$ cat src/rtl/irqc_pkg.sv
package irqc_pkg;
  localparam int ADDR_W = 3;

  typedef enum logic [ADDR_W-1:0] {
    SEL_STATUS   = 3'd0,
    SEL_ENABLE   = 3'd1,
    SEL_MASKED   = 3'd2,
    SEL_POLARITY = 3'd3,
    SEL_TRIGGER  = 3'd4,
    SEL_CRITICAL = 3'd5
  } regSel_e;

  typedef struct packed {
    logic clrStatus;
    logic ldEnable;
    logic ldPolarity;
    logic ldTrigger;
    logic ldCritical;
  } cfgStrobe_t;
endpackage

$ cat src/rtl/irqc_ctrl.sv
module irqc_ctrl
  import irqc_pkg::*;
#(
  parameter int NUM_SRC = 32
) (
  input  logic                 regWe,
  input  logic [ADDR_W-1:0]    regAddr,
  input  logic [NUM_SRC-1:0]   statusQ,
  input  logic [NUM_SRC-1:0]   enableQ,
  input  logic [NUM_SRC-1:0]   maskedV,
  input  logic [NUM_SRC-1:0]   polQ,
  input  logic [NUM_SRC-1:0]   trigQ,
  input  logic [NUM_SRC-1:0]   critQ,
  output cfgStrobe_t           strobe,
  output logic [NUM_SRC-1:0]   regRdata
);
  regSel_e sel;
  assign sel = regSel_e'(regAddr);

  always_comb begin
    strobe = '0;
    if (regWe) begin
      unique case (sel)
        SEL_STATUS:   strobe.clrStatus  = 1'b1;
        SEL_ENABLE:   strobe.ldEnable   = 1'b1;
        SEL_POLARITY: strobe.ldPolarity = 1'b1;
        SEL_TRIGGER:  strobe.ldTrigger  = 1'b1;
        SEL_CRITICAL: strobe.ldCritical = 1'b1;
        default:      strobe = '0;
      endcase
    end
  end

  always_comb begin
    case (sel)
      SEL_STATUS:   regRdata = statusQ;
      SEL_ENABLE:   regRdata = enableQ;
      SEL_MASKED:   regRdata = maskedV;
      SEL_POLARITY: regRdata = polQ;
      SEL_TRIGGER:  regRdata = trigQ;
      SEL_CRITICAL: regRdata = critQ;
      default:      regRdata = '0;
    endcase
  end
endmodule

$ cat src/rtl/irqc_datapath.sv
module irqc_datapath
  import irqc_pkg::*;
#(
  parameter int                 NUM_SRC   = 32,
  parameter logic [NUM_SRC-1:0] SYNC_MASK = '1
) (
  input  logic                 clk,
  input  logic                 rstN,
  input  logic [NUM_SRC-1:0]   irqIn,
  input  cfgStrobe_t           strobe,
  input  logic [NUM_SRC-1:0]   wdata,
  output logic [NUM_SRC-1:0]   statusQ,
  output logic [NUM_SRC-1:0]   enableQ,
  output logic [NUM_SRC-1:0]   polQ,
  output logic [NUM_SRC-1:0]   trigQ,
  output logic [NUM_SRC-1:0]   critQ,
  output logic [NUM_SRC-1:0]   maskedV,
  output logic                 critIrq,
  output logic                 normIrq
);
  logic [NUM_SRC-1:0] syncV;
  logic [NUM_SRC-1:0] prevSync;
  logic [NUM_SRC-1:0] actV, edgeV, w1cV, statusNext;

  // per-line input conditioning: synchronizer where the parameter asks for it
  for (genvar i = 0; i < NUM_SRC; i++) begin : gSrc
    if (SYNC_MASK[i]) begin : gSync
      logic stage1, stage2;
      always_ff @(posedge clk or negedge rstN) begin
        if (!rstN) begin
          stage1 <= 1'b0;
          stage2 <= 1'b0;
        end else begin
          stage1 <= irqIn[i];
          stage2 <= stage1;
        end
      end
      assign syncV[i] = stage2;
    end else begin : gDirect
      assign syncV[i] = irqIn[i];
    end
  end

  // configuration registers
  always_ff @(posedge clk or negedge rstN) begin
    if (!rstN) begin
      enableQ <= '0;
      polQ    <= '1;
      trigQ   <= '0;
      critQ   <= '0;
    end else begin
      if (strobe.ldEnable)   enableQ <= wdata;
      if (strobe.ldPolarity) polQ    <= wdata;
      if (strobe.ldTrigger)  trigQ   <= wdata;
      if (strobe.ldCritical) critQ   <= wdata;
    end
  end

  // edges come from the synchronized line itself, so a polarity flip alone
  // never looks like an edge
  assign actV  = ~(syncV ^ polQ);
  assign edgeV = (syncV & ~prevSync & polQ) | (~syncV & prevSync & ~polQ);
  assign w1cV  = strobe.clrStatus ? wdata : '0;

  assign statusNext = (trigQ & ((statusQ & ~w1cV) | edgeV))
                    | (~trigQ & actV);

  always_ff @(posedge clk or negedge rstN) begin
    if (!rstN) begin
      prevSync <= '0;
      statusQ  <= '0;
    end else begin
      prevSync <= syncV;
      statusQ  <= statusNext;
    end
  end

  assign maskedV = statusQ & enableQ;

  always_ff @(posedge clk or negedge rstN) begin
    if (!rstN) begin
      critIrq <= 1'b0;
      normIrq <= 1'b0;
    end else begin
      critIrq <= |(maskedV & critQ);
      normIrq <= |(maskedV & ~critQ);
    end
  end
endmodule

$ cat src/rtl/irqc_top.sv
module irqc_top
  import irqc_pkg::*;
#(
  parameter int                 NUM_SRC   = 32,
  parameter logic [NUM_SRC-1:0] SYNC_MASK = '1
) (
  input  logic                clk,
  input  logic                rstN,
  input  logic                regWe,
  input  logic [2:0]          regAddr,
  input  logic [NUM_SRC-1:0]  regWdata,
  output logic [NUM_SRC-1:0]  regRdata,
  input  logic [NUM_SRC-1:0]  irqIn,
  output logic                critIrq,
  output logic                normIrq
);
  cfgStrobe_t         strobe;
  logic [NUM_SRC-1:0] statusQ, enableQ, polQ, trigQ, critQ, maskedV;

  irqc_ctrl #(.NUM_SRC(NUM_SRC)) u_ctrl (
    .regWe   (regWe),
    .regAddr (regAddr),
    .statusQ (statusQ),
    .enableQ (enableQ),
    .maskedV (maskedV),
    .polQ    (polQ),
    .trigQ   (trigQ),
    .critQ   (critQ),
    .strobe  (strobe),
    .regRdata(regRdata)
  );

  irqc_datapath #(.NUM_SRC(NUM_SRC), .SYNC_MASK(SYNC_MASK)) u_dp (
    .clk    (clk),
    .rstN   (rstN),
    .irqIn  (irqIn),
    .strobe (strobe),
    .wdata  (regWdata),
    .statusQ(statusQ),
    .enableQ(enableQ),
    .polQ   (polQ),
    .trigQ  (trigQ),
    .critQ  (critQ),
    .maskedV(maskedV),
    .critIrq(critIrq),
    .normIrq(normIrq)
  );
endmodule

$ cat config.mk
export PLATFORM = sky130hd
export DESIGN_NAME = irqc_top
export DESIGN_NICKNAME = d
export VERILOG_FILES = /design/src/rtl/irqc_pkg.sv /design/src/rtl/irqc_ctrl.sv /design/src/rtl/irqc_datapath.sv /design/src/rtl/irqc_top.sv
export SDC_FILE = /design/constraint.sdc
export NUM_CORES = 1
export LEC_CHECK = 0
export CAP_MARGIN = 20
export CORE_MARGIN = 2
export CORE_UTILIZATION = 57
export DETAILED_ROUTE_END_ITERATION = 7
export DONT_BUFFER_PORTS = 1
export GPL_ROUTABILITY_DRIVEN = 0
export PLACE_DENSITY_LB_ADDON = 0.08
export RECOVER_POWER = 50
export SKIP_CTS_REPAIR_TIMING = 1
export SYNTH_ARGS = -nofsm -noshare
export SYNTH_HDL_FRONTEND = slang
export SYNTH_HIERARCHICAL = 1
export SYNTH_SLANG_ARGS = --single-unit
$ cat constraint.sdc
create_clock -name clk -period 1.3 [get_ports clk]
set_input_delay 0.26 -clock clk [delete_from_list [all_inputs] [get_ports clk]]
set_output_delay 0.26 -clock clk [all_outputs]
set_load 0.02 [all_outputs]
# Word-level counts from Yosys, hierarchy flattened
# Cells that the tools add are included.
# classes
n_eq_ne	5
n_bitwise	21
muxes	8
n_reduce_logical	3
# ops
op	n
bitwise AND 32 bit	10
NOT 32 bit	7
one-hot mux 32 bit (6 select lines)	1
OR 32 bit	3
OR reduction 32 bit	2
two-way mux 32 bit	1
XOR 32 bit	1
equality test 3 x 2 -> 1 bit, second input constant	2
equality test 3 bit, second input constant	2
two-way mux 1 bit	5
two-way mux 5 bit	1
equality test 3 x 1 -> 1 bit, second input constant	1
zero test 3 bit	1
# word_totals
output_inout_bits	34
inputBits	70
elab_cells	109
reg_bits	258

# Depth between registers and ports, before layout
# logic_depth
ltp_word	9
depth_mapped	8

# Hierarchy
# The synthesis kept the hierarchy.
# modules_own_cells
mod	cells_each	seq_area_each_um2	instances	area_each_um2
irqc_datapath	703	6496.2	1	9635.5
irqc_ctrl	235	0.0	1	1859.3

# Worst setup path before layout
# No wires, ideal clock.
# synth_timing
path_type	input-to-reg
start	input regAddr[1]
end	register u_dp.trigQ[12]
cell_stages	7
t_required_ns	1.175
n_path_buf	4
slack_ns	-0.486
t_arrival_ns	1.662
cell_sequence	buf_4 -> buf_2 -> nand2b_1 -> nor3b_1 -> clkbuf_1 -> buf_2 -> mux2_2
# synth_rtl
item	line	rtl
start, declared	irqc_top.sv:10	input logic [2:0] regAddr,
end signal, assigned	irqc_datapath.sv:54	if (strobe.ldTrigger) trigQ <= wdata;
end, declared	irqc_datapath.sv:15	output logic [NUM_SRC-1:0] trigQ,

# Final worst setup path
# layout_timing
start	register u_dp.enableQ[9]
end	output regRdata[9]
# layout_via
elab_chain_cells	2
# layout_rtl
item	line	rtl
start, declared	irqc_datapath.sv:13	output logic [NUM_SRC-1:0] enableQ,
start signal, assigned	irqc_datapath.sv:52	if (strobe.ldEnable) enableQ <= wdata;
bitwise AND 32 bit	irqc_datapath.sv:78	assign maskedV = statusQ & enableQ;
one-hot mux 32 bit (6 select lines) *	irqc_ctrl.sv:35	case (sel)
end, declared	irqc_top.sv:12	output logic [NUM_SRC-1:0] regRdata,
# Mark *: on every way between the ends. The rest lies on a longest branch, timed or not.

==> summary.txt <==
Synth
  – Synth warnings: 6
  – Post-synth top area cell: dfrtp_1
  – Net Count, Synth: approximately 1000
  – Flops & latches, synth: 258
  – Top_reg_cell synth: dfrtp_1
  – Asr flop ratio synth: 100.0%
  – Post-Syn Instances: about 940
  – Post-synthesis cell area: approximately 11000 sq um
  – Share of the synthesized area in the top cell type: around half
  – Syn avg cell area: around 12 sq um
  – Seq/Total Area, Yosys: 56.51%
  – Top post-synthesis cells by area: dfrtp_1 (49%), mux2_2 (13%), dfstp_2 (7.3%), mux2i_1 (4.2%), nand2_1 (3.3%)
  – Post-synth EDFFs: 0
  – Distinct cells, synth: 42

Setup path
  – Setup crit start: u_dp/enableQ[9]
  – Slowest cell delay on critical path: approximately 0.4 ns
  – Req. time, crit path: approximately 1.0 ns
  – CP most frequent cell: buf_6
  – CP startpoint kind: register
  – CP endpoint kind: output port
  – R2r worst-path depth: 6
  – Worst-path maximum fanout: 2
  – Crit-path cells: buf_6, mux2_4, a22oi_2, o21ai_2, buf_6
  – Critical R2R Launch: u_dp/enableQ[26]
  – Reg2Reg Capture Point: u_dp/critIrq
  – CP max stage cell: dfrtp_1
  – Reg2reg setup slack: -0.39 ns
  – CP arrival: between 1.5 and 2 ns
  – Setup CP Type: reg2out

Finish
  – ANT cells: 0
  – Multi-input gate area: between 5000 and 6000 sq um
  – Fill cell count: between 1000 and 1500
  – Storage cell area: approximately 6500 sq um
  – Layout Nets: approximately 1300
  – Final Cell Area: 16150 sq um
  – Area Overhead vs Synth: 40.49%
  – Share of cells above drive strength 1: roughly half

Drt
  – Detailed Route WL: roughly 33000 microns
  – Post-route ant nets: 0
  – DR pass1 iterations: 5
  – Remaining DRCs: 0
  – Via Count: 9020
  – Per-cell routed wire length: between 20 and 25 microns
  – Iteration-0 DRC Markers: between 600 and 700
  – Via density: ~6

GRT
  – First-pass GRT wire length: approximately 48000 microns
  – GRT overflow: 0
  – Initial antenna violation count: 0
  – Largest net degree at the start of global routing: roughly 260
  – GRT Overall Usage: between 20 and 30%
  – Vias in the first global route: 9035

Timing
  – FMAX: 500.6 MHz
  – RSZ-0062 raised after global routing: true
  – Slew HR: around half
  – Final Skew: 0.01309 ns
  – Setup WS post-layout: -0.6975 ns
  – Fin crit period: around 2.0 ns
  – Final setup fails: 34
  – Worst-margin pin slew: 0.7646 ns
  – Hold violation total from the final report: 264
  – Worst hold slack: -0.5756 ns
  – Max Slew Vio Count: 0
  – Period utilisation layout: 153.7%

Clock network
  – CTS tree: built
  – CTS Buffer Depth: 3
  – Clock-pin slew on the worst setup and hold paths: 0.06 ns
  – Cts bufs inserted: 27
  – Worst-Skew Late Latency: ~0.54 ns
  – Sink Count: roughly 260
  – H-tree Lvls: 1
  – Root buf cell: clkbuf_16

Floorplan
  – Die area: 21320 sq um
  – Die height: 146.0 microns
  – Row count: 51
  – Ports: around 100
  – Die Wd: between 100 and 150 microns
  – Initial Utilization: between 50 and 60%
  – CORE AREA: 19650 sq um

Pwr
  – Combinational share of power: approximately 31%
  – Pleak: 7.159 nW
  – Psw: between 7 and 8 mW
  – Pwr Density: 1682 nW/um^2
  – Switching share of total power: 28.79%
  – Int Power: between 15 and 20 mW
  – Worst VDD drop: 1188 uV
  – Reg power frac: approximately two fifths
  – Clock Power Share: ~29%

Placed design
  – Post-place setup slack: -0.3727 ns
  – DP Area: between 10000 and 15000 sq um
  – Port buffer count: 0
  – Post-DP HPWL: between 15000 and 20000 microns

Run status
  – Status: complete, but fails checks
  – Failing checks: hold timing, setup timing

Worst hold path
  – Min-delay worst type: in2async

Flow run
  – Max Cap Violations: 0
synth_stat cells (7+ instances only):
cell	count
nor3b_1	7
dfstp_2	32
o311ai_0	32
dfrtp_1	226
mux2_4	8
o21ai_1	13
a211o_1	14
a22oi_1	17
mux2i_1	48
buf_2	27
o221ai_1	10
inv_1	22
nand3_1	72
clkbuf_1	7
o21ai_0	9
o22ai_1	16
mux2_2	133
nand2_1	101
nand2_2	7
o21a_1	10
nor2b_1	33
inv_2	10
a21oi_1	20
mux2_1	14
flip-flops by register name, indices dropped and copies added, names as in the netlist:
register and cells:
u_dp/trigQ 32, u_dp/gSrc.gSync.stage1 32, u_dp/normIrq 1, u_dp/prevSync 32, u_dp/gSrc.gSync.stage2 32, u_dp/critIrq 1, u_dp/statusQ 32, u_dp/enableQ 32
u_dp/critQ 32, u_dp/polQ 32
metal layers:
| layer | vias up | global-route usage, % | routed length [microns] |
|---|---|---|---|
| li1 | 3986 | - | - |
| met5 | - | 0 | 0 |
| met1 | 4622 | 37.60 | 13340 |
| met2 | 320 | 47.90 | 16840 |
| met3 | 92 | 5.078 | 1997 |
| met4 | 0 | 10.15 | 1159 |
area by class of cell:
class / instances / area share (%)
clock buffer: 41 / 4.881
clock inverter: 8 / 0.7360
inverter: 32 / 0.7438
multi-input combinational: 600 / 34.64
sequential: 258 / 40.23
tap: 265 / 2.053
timing repair buffer: 303 / 16.71
through the flow:
stage,TNS [ns],power [mW],instances,utilization [%]
floorplan,-34.92,14.35,938,-
global placement,-10.95,17.05,1354,69.20
detailed placement,-13.49,17.40,1354,69.20
CTS,-21.74,25.33,1403,73.82
global route,-22.03,28.23,1507,82.17
finish,-20.28,27.17,1507,82.17
power by group through the flow:
stage	Sequential, mW	Clock [mW]	Combinational, mW
global placement	10.7	0	6.37
finish	10.8	7.89	8.47
global route	11.0	8.29	8.98
detailed placement	10.8	0	6.61
CTS	10.7	7.97	6.68
floorplan	10.6	0	3.70
worst max-delay path, delay by kind of cell, from the launching register on:
| kind | cells | cell delay, ns |
|---|---|---|
| mux | 1 | 0.27 |
| flops | 1 | 0.39 |
| compound gates | 2 | 0.27 |
| buf+inv | 2 | 0.26 |
worst max-delay path by stage:
stage                                 to  depth (start not counted)  slack [ns]
final                        regRdata[9]                          5       -0.70
after global routing        regRdata[25]                          7       -0.76
after CTS                    regRdata[8]                          5       -0.79
after detailed placement    u_dp/critIrq                          5       -0.37
after global placement      u_dp/critIrq                          5       -0.32
after floorplan           u_dp/trigQ[10]                          7       -0.26
cell usage in the layout (no fill, tap or decap), drive strengths merged, types with 33 or more instances in the layout:
master       Yosys  layout
dlygate4sd3      0      64
dfrtp          226     226
buf             41     239
nand3           72      72
clkbuf           7      41
nor2b           33      33
mux2           155     155
mux2i           48      48
nand2          108     108
inv             32      33
kinds of logic (layout without fill, tap and decap cells):
group	count (synthesis)	count (layout)	synth area share, %
AOI/OAI and AO/OA	153	153	9.851
buffers and inverters	80	384	3.636
DFF	258	258	56.51
muxes	203	203	19.63
and+or+nand+nor	244	244	10.37
Note: power is estimated with default switching activity, not from simulation.
